`src/rtl/vmin_pkg.sv`:
```
// Package: shared types for the predicated signed minimum unit.
// Assumes nothing beyond IEEE 1800-2017 packages.
package vmin_pkg;

    // Element width selector; the value is log2(width/8).
    typedef enum logic [1:0] {
        ESZ_B = 2'd0,
        ESZ_H = 2'd1,
        ESZ_W = 2'd2,
        ESZ_D = 2'd3
    } esz_t;

    // Width of one compare chunk, equal to the widest element.
    localparam int CHUNK_W = 64;
    localparam int CHUNK_BYTES = CHUNK_W / 8;

endpackage

```
`src/rtl/vmin_lane_gate.sv`:
```
// Module: vmin_lane_gate
// Widens the per-byte predicate into a per-byte lane-active flag. Each
// byte copies the mask bit of the lowest byte of the lane that holds it.
// Assumes NBYTE is a multiple of 8 so that every lane fits whole.
module vmin_lane_gate
    import vmin_pkg::*;
#(
    parameter int NBYTE = 16
) (
    input  esz_t             esz,
    input  logic [NBYTE-1:0] pmask,
    output logic [NBYTE-1:0] byte_act
);

    for (genvar i = 0; i < NBYTE; i++) begin : g_byte
        localparam int BASE_H = i - (i % 2);
        localparam int BASE_W = i - (i % 4);
        localparam int BASE_D = i - (i % 8);
        logic act;
        // Pick the lane base bit for the selected element width.
        always_comb begin
            unique case (esz)
                ESZ_B:   act = pmask[i];
                ESZ_H:   act = pmask[BASE_H];
                ESZ_W:   act = pmask[BASE_W];
                default: act = pmask[BASE_D];
            endcase
        end
        assign byte_act[i] = act;
    end

endmodule

```
`src/rtl/vmin_chunk_cmp.sv`:
```
// Module: vmin_chunk_cmp
// Signed less-than of b against a for one 64-bit chunk, at every element
// width in parallel. The flag for the selected width is spread to each
// byte of its lane. The logic is purely combinational, so its timing does
// not depend on the data.
module vmin_chunk_cmp
    import vmin_pkg::*;
(
    input  esz_t                   esz,
    input  logic [CHUNK_W-1:0]     a,
    input  logic [CHUNK_W-1:0]     b,
    output logic [CHUNK_BYTES-1:0] take_b
);

    localparam int N8  = CHUNK_W / 8;
    localparam int N16 = CHUNK_W / 16;
    localparam int N32 = CHUNK_W / 32;

    logic [N8-1:0]  lt8;
    logic [N16-1:0] lt16;
    logic [N32-1:0] lt32;
    logic           lt64;

    for (genvar g = 0; g < N8; g++) begin : g_lt8
        assign lt8[g] = $signed(b[g*8 +: 8]) < $signed(a[g*8 +: 8]);
    end
    for (genvar g = 0; g < N16; g++) begin : g_lt16
        assign lt16[g] = $signed(b[g*16 +: 16]) < $signed(a[g*16 +: 16]);
    end
    for (genvar g = 0; g < N32; g++) begin : g_lt32
        assign lt32[g] = $signed(b[g*32 +: 32]) < $signed(a[g*32 +: 32]);
    end
    assign lt64 = $signed(b) < $signed(a);

    for (genvar i = 0; i < CHUNK_BYTES; i++) begin : g_sel
        logic pick;
        // Route the compare flag of this byte's lane at the chosen width.
        always_comb begin
            unique case (esz)
                ESZ_B:   pick = lt8[i];
                ESZ_H:   pick = lt16[i/2];
                ESZ_W:   pick = lt32[i/4];
                default: pick = lt64;
            endcase
        end
        assign take_b[i] = pick;
    end

endmodule

```
`src/rtl/vmin_byte_merge.sv`:
```
// Module: vmin_byte_merge
// Byte-wise multiplexer: a byte takes b when its lane is active and b is
// the smaller value, and keeps a otherwise. Both select inputs must
// already be consistent across each lane.
module vmin_byte_merge #(
    parameter int NBYTE = 16
) (
    input  logic [NBYTE*8-1:0] a,
    input  logic [NBYTE*8-1:0] b,
    input  logic [NBYTE-1:0]   act,
    input  logic [NBYTE-1:0]   take_b,
    output logic [NBYTE*8-1:0] y
);

    for (genvar i = 0; i < NBYTE; i++) begin : g_mux
        assign y[i*8 +: 8] = (act[i] && take_b[i]) ? b[i*8 +: 8] : a[i*8 +: 8];
    end

endmodule

```
`src/rtl/vmin_pred_unit.sv`:
```
// Module: vmin_pred_unit (top)
// Predicated lane-wise signed minimum with a run-time element width.
// Inputs are captured on in_stb, and the result is registered one cycle
// later, the same for every operand and mask. Inactive lanes return
// vec_a. Assumes VLEN is a positive multiple of 64. Reset is synchronous
// and active low.
module vmin_pred_unit
    import vmin_pkg::*;
#(
    parameter int VLEN = 128
) (
    input  logic              clk,
    input  logic              rst_n,
    input  logic              in_stb,
    input  logic [1:0]        esz,
    input  logic [VLEN-1:0]   vec_a,
    input  logic [VLEN-1:0]   vec_b,
    input  logic [VLEN/8-1:0] pmask,
    output logic [VLEN-1:0]   res_vec,
    output logic              res_vld
);

    localparam int NBYTE  = VLEN / 8;
    localparam int NCHUNK = VLEN / CHUNK_W;

    esz_t             esz_e;
    logic [NBYTE-1:0] byte_act;
    logic [NBYTE-1:0] take_b;
    logic [VLEN-1:0]  merged;

    assign esz_e = esz_t'(esz);

    vmin_lane_gate #(.NBYTE(NBYTE)) u_gate (
        .esz      (esz_e),
        .pmask    (pmask),
        .byte_act (byte_act)
    );

    for (genvar c = 0; c < NCHUNK; c++) begin : g_chunk
        vmin_chunk_cmp u_cmp (
            .esz    (esz_e),
            .a      (vec_a[c*CHUNK_W +: CHUNK_W]),
            .b      (vec_b[c*CHUNK_W +: CHUNK_W]),
            .take_b (take_b[c*CHUNK_BYTES +: CHUNK_BYTES])
        );
    end

    vmin_byte_merge #(.NBYTE(NBYTE)) u_merge (
        .a      (vec_a),
        .b      (vec_b),
        .act    (byte_act),
        .take_b (take_b),
        .y      (merged)
    );

    // Result register: capture on strobe, hold otherwise, clear on reset.
    always_ff @(posedge clk) begin
        if (!rst_n) begin
            res_vld <= 1'b0;
            res_vec <= '0;
        end else begin
            res_vld <= in_stb;
            if (in_stb) begin
                res_vec <= merged;
            end
        end
    end

endmodule

```
`config.mk`:
```
export PLATFORM = sky130hd
export DESIGN_NAME = vmin_pred_unit
export DESIGN_NICKNAME = d
export VERILOG_FILES = /design/src/rtl/vmin_pkg.sv /design/src/rtl/vmin_lane_gate.sv /design/src/rtl/vmin_chunk_cmp.sv /design/src/rtl/vmin_byte_merge.sv /design/src/rtl/vmin_pred_unit.sv
export SDC_FILE = /design/constraint.sdc
export NUM_CORES = 1
export LEC_CHECK = 0
export ABC_AREA = 1
export BUFFER_PORTS_ARGS = -buffer_cell sky130_fd_sc_hd__buf_4
export CORE_UTILIZATION = 48
export DETAILED_ROUTE_END_ITERATION = 10
export HOLD_SLACK_MARGIN = 0.12
export MAX_ROUTING_LAYER = met4
export PLACE_DENSITY = 0.85
export SETUP_SLACK_MARGIN = 0.3
export SLEW_MARGIN = 20
export SYNTH_ARGS = -nofsm -noshare
export SYNTH_HDL_FRONTEND = slang
export SYNTH_HIERARCHICAL = 1
export SYNTH_SLANG_ARGS = --single-unit
export TNS_END_PERCENT = 100
```
`constraint.sdc`:
```
create_clock -name clk -period 2.1 [get_ports clk]
set_clock_uncertainty 0.1 [all_clocks]
set_input_delay 0.21 -clock clk [delete_from_list [all_inputs] [get_ports clk]]
set_output_delay 0.21 -clock clk [all_outputs]
set_load 0.03 [all_outputs]
```
* After elaboration in Yosys (flattened, before gate mapping) *
Cells that the tools add are included.

operators by class
  $lt $le $gt $ge = 30
  equality and inequality tests = 2
  muxes and demuxes = 46
  reductions and logical operators = 20

operator list
  cell                                                 number
  less-than comparator 16 bit                          8
  less-than comparator 32 bit                          4
  less-than comparator 64 bit                          2
  less-than comparator 8 bit                           16
  2-to-1 mux 8 bit                                     16
  case mux 1 bit (3 select lines)                      18
  logical AND 1 bit                                    16
  case mux 1 bit (2 select lines)                      6
  2-to-1 mux 1 bit                                     6
  OR reduction 2 bit                                   2
  OR reduction 3 bit                                   1
  equality test 2 x 1 -> 1 bit, second input constant  1
  equality test 2 bit, second input constant           1
  logical NOT 2 bit                                    1

storage, ports and cells
  register bits = 129
  bits of input ports = 277
  output and inout port bits = 129
  logic and storage cells = 100

* Depth between registers and ports, before layout *
  depth after elaboration = 5
  depth in mapped cells = 26
  gate-level depth less buffers = 24

* Cells and area by module *
The synthesis kept the hierarchy.

by module, submodules not included
  module           times used  cells each  area each (µm²)  sequential area each (µm²)
  vmin_pred_unit   1           814         5,363.9          2,582.5
  vmin_chunk_cmp   2           398         2,306.0          0.0
  vmin_byte_merge  1           432         2,239.6          0.0
  vmin_lane_gate   1           77          410.4            0.0

* Worst setup path before layout *
Ideal clock, no wire load.

  kind = input to register
  start = input vec_a[127]
  end = register res_vec[126]
  setup time = 0.064 ns
  arrival time = 2.125 ns
  required time = 1.936 ns
  slack = -0.189 ns
  stages on the path = 23
  buffers on the path = 2
  cells stage by stage = inv_1 -> ha_1 -> nand2_1 -> nor2_1 -> nor2_2 -> nand2_1 -> a21oi_1 -> nand2_2 -> nand2_1 -> inv_1 -> nand2_1 -> nand2_1 -> nor2_1 -> nand2_1 -> buf_4 -> buf_6 -> nand2_4 -> nand2_1 -> nand2_1 -> inv_1 -> nand2_1 -> nand2_1 -> nor2_1

on the way
  cells in the longest elaborated chain, start to end = 4
  elaborated cells between the ends (all ways) = 7
  classes of those cells = 4 x order compare; 2 x mux; 1 x reduce/logical

ends and longest elaborated chain
  what                                                       line                   source
  start, declared                                            vmin_pred_unit.sv:16   input logic [VLEN-1:0] vec_a,
  less-than comparator 64 bit, or another cell as far along  vmin_chunk_cmp.sv:33   assign lt64 = $signed(b) < $signed(a);
  case mux 1 bit (3 select lines) *                          vmin_chunk_cmp.sv:39   unique case (esz)
  net g_chunk[1].u_cmp.g_sel[7].pick                         vmin_chunk_cmp.sv:36   logic pick;
  logical AND 1 bit *                                        vmin_byte_merge.sv:16  assign y[i*8 +: 8] = (act[i] && take_b[i]) ? b[i*8 +: 8] : a[i*8 +: 8];
  2-to-1 mux 8 bit *                                         vmin_byte_merge.sv:16
  net merged[126]                                            vmin_pred_unit.sv:29   logic [VLEN-1:0] merged;
  end signal, assigned                                       vmin_pred_unit.sv:64   res_vec <= merged;
  end, declared                                              vmin_pred_unit.sv:19   output logic [VLEN-1:0] res_vec,

Mark *: on every way through the listed nets, which the timed path passes. The rest lies on a longest branch.
A chain may end at the register's enable or synchronous reset.

* Final worst setup path *
  start = input vec_a[34]
  end = register res_vec[4]

on the way
  cells in the longest elaborated chain, start to end = 4

ends and longest elaborated chain
  what                             line                   source
  less-than comparator 64 bit      vmin_chunk_cmp.sv:33
  case mux 1 bit (3 select lines)  vmin_chunk_cmp.sv:39
  net take_b[0]                    vmin_pred_unit.sv:28   logic [NBYTE-1:0] take_b;
  logical AND 1 bit                vmin_byte_merge.sv:16
  2-to-1 mux 8 bit                 vmin_byte_merge.sv:16
  net merged[4]                    vmin_pred_unit.sv:29

The timed path passes the listed nets, and every way through them passes these cells.

==> key figures <==
Status
  • Status: finished, violations left
  • Failing checks: DRC, setup timing

Timing
  • Hold WS: roughly 130 ps
  • Max Freq: between 0.3 and 0.4 GHz
  • Final setup margin: -577.7 ps
  • Period utilisation layout: 127.5%
  • RSZ-0062 raised after global routing: true
  • # setup viols final: 128
  • Final hold vios: 0
  • Final min period: around 2700 ps
  • Slew HR: 41.67%
  • Max-slew violation count: 0
  • Measured slew at the worst slew-check pin: around 870 ps

Routing
  • First DRT Iteration DRCs: between 2000 and 2500
  • Vias: between 15000 and 20000
  • Avg WL per Cell: 19.54 µm
  • First drt pass iteration count: 10
  • Antenna Nets Post-Route: 0
  • WL final: 59890 µm
  • Post-route DRC: 1
  • Vias per cell: 5.672

Logic synthesis
  • Sequential area share after synthesis: slightly above 20%
  • Mapped Area: roughly 13000 µm²
  • Post-synthesis cell type count: 26
  • Synth Register Bits: about 130
  • Total of warnings raised by yosys: 6
  • Mean post-synth cell area: 5.958 µm²
  • Post-Syn Nets: between 2000 and 3000
  • Cell count after synthesis: ~2100
  • Top cells by area, synth: nand2_1, dfxtp_1, ha_1
  • Top cell type's share of synthesized area: a little over a fifth
  • Synth area leader: nand2_1

Global routing
  • Initial antenna violation count: 4
  • Vias in the first global route: roughly 16000
  • Gr ovfl total: 0
  • Largest net degree at the start of global routing: 59
  • First-pass GRT wire length: 76800 µm
  • Global-route usage over all layers: approximately 37%

Die
  • Boundary Pins: ~410
  • Initial Util: between 40% and 50%
  • Die height: approximately 160 µm
  • Core area: 25470 µm²
  • Rows: 58
  • Die area: 26960 µm²
  • DIE WIDTH: around 160 µm

Clock tree
  • Clock root cell: clkbuf_16
  • CTS buffer count: 17
  • CTS tree: done
  • Clock sinks: roughly 130
  • Clock Latency Late Sink: approximately 420 ps
  • Clock buffer depth: 2
  • CTS H-tree depth: 4
  • Clk slew on worst S/H paths: 70 ps

Layout
  • Area grow syn2layout: 66.08%
  • Layout cells sized above 1: 39.60%
  • Design Area, Final: around 21000 µm²
  • Post-layout util: slightly above 80%
  • Commonest non-fill, non-tap cells in the layout: nand2_1, buf_4, nor2_1
  • Final nets: 3139
  • Commonest non-fill, non-tap cell in the layout: nand2_1

Worst setup path
  • Worst-path maximum fanout: 8
  • Worst setup SP type: input port
  • Worst Path Required: about 2300 ps
  • Cells on worst reg2reg path: 2
  • Reg2Reg Setup Slack: roughly 1300 ps
  • Worst Setup End Kind: flip-flop
  • CP arrival: between 2000 and 3000 ps
  • CP Class: in2reg

Min path
  • HP Class: in2reg
  • Hold Path Stages: 7

Place
  • Detailed placement HPWL: ~34000 µm
  • Placed inst area: between 15000 and 20000 µm²
  • Final Wtd Congestion: ~0.93
  • Port bufs: slightly above 400

Power and ir drop
  • Max VDD drop: between 400 and 500 µV
  • Leak: roughly 11 nW
  • Pwr/cell area: approximately 560 nW/µm²

Run
  • Max Cap Viol: 0
==> path summary, 6_finish.rpt <==
kind           startpoint      endpoint
max             vec_a[34]    res_vec[4]
min             vec_b[91]   res_vec[91]
max reg2reg  res_vec[118]  res_vec[118]
min reg2reg   res_vec[96]   res_vec[96]
==> synthesized netlist by cell type (all sizes together) <==
| library cell | instances |
|---|---|
| a21oi | 92 |
| dfxtp | 129 |
| o21ai | 47 |
| nor4 | 2 |
| o21a | 4 |
| inv | 335 |
| nand3 | 158 |
| clkbuf | 1 |
| nor2 | 321 |
| nor2b | 2 |
| o21bai | 2 |
| xnor2 | 2 |
| ha | 144 |
| nand4 | 10 |
| nand2 | 755 |
| nor3 | 8 |
| buf | 107 |
==> flip-flops by register name (all words and copies together), names as in the netlist <==
name / flops
res_vec: 128
res_vld: 1
==> what timing repair did <==
action	4_1_cts	5_1_grt
endpoints found under the hold margin	88	0
pin swaps	125	164
hold buffers	122	0
resized for setup	175	281
buffers inserted	10	17
setup endpoints to repair	128	128
gates cloned	4	3
==> layer usage <==
metal | GRT usage, % | vias to the layer above | routed length (µm)
met5 | - | - | 0
li1 | - | 7654 | -
met4 | 26.30 | 0 | 5287
met1 | 37.60 | 7919 | 20220
met3 | 6.970 | 476 | 6165
met2 | 64.04 | 1335 | 28210
==> layout make-up <==
type | count | area (µm²)
repair buffers | 686 | 5971
multi-input cells | 1549 | 10120
well taps | 330 | 412.9
clock buffers | 18 | 429.2
fillers | 1397 | 4503
clock inverters | 13 | 138.9
inverters | 335 | 1305
diodes | 5 | 12.51
flip-flops and latches | 129 | 2582
==> worst max-delay path: stages <==
cell and delay (ps):
buf_4 110, inv_1 120, ha_4 240, nand3_1 120
nand2_2 90, o21ai_0 270, nand2_1 140, nand2_1 120
a21oi_2 70, nor2b_2 110, nand2_1 70, nand2_2 80
nand3_4 150, buf_6 190, nand2_8 70, buf_12 130
nand2_8 110, nand2_4 130, nand2_4 60, inv_2 60
nand2_2 50, nand2_1 100, nor2_1 70
==> stage by stage <==
step | total power (W) | setup slack, ps | setup TNS (ps) | std cells
2_1_floorplan | 0.005590 | -54.82 | -2012 | 2119
3_3_place_gp | 0.006908 | -541.8 | -56310 | 2873
3_5_place_dp | 0.007039 | -601.8 | -63220 | 2873
4_1_cts | 0.01068 | -64.60 | -1857 | 3040
5_1_grt | 0.01233 | -664.0 | -53890 | 3064
6_report | 0.01176 | -577.7 | -42230 | 3065
==> power breakdown <==
group          internal, W  switching, W
Sequential         0.00266      0.000145
Combinational      0.00253       0.00330
Clock              0.00175       0.00138
Total              0.00693       0.00482
==> logic make-up (layout without fill, tap and decap cells) <==
logic type               count (synthesis)  after routing  share of synthesized area [%]
AO/OA/AOI/OAI                          145            145                          5.926
XOR/XNOR                                 2              2                         0.1388
adder cells (fa/ha/maj)                144            144                          14.27
buffers and inverters                  443           1052                          17.75
flip-flops                             129            129                          20.45
other                                    0              5                              0
AND/OR/NAND/NOR                       1256           1258                          41.46
(Power assumes the default switching activity.)
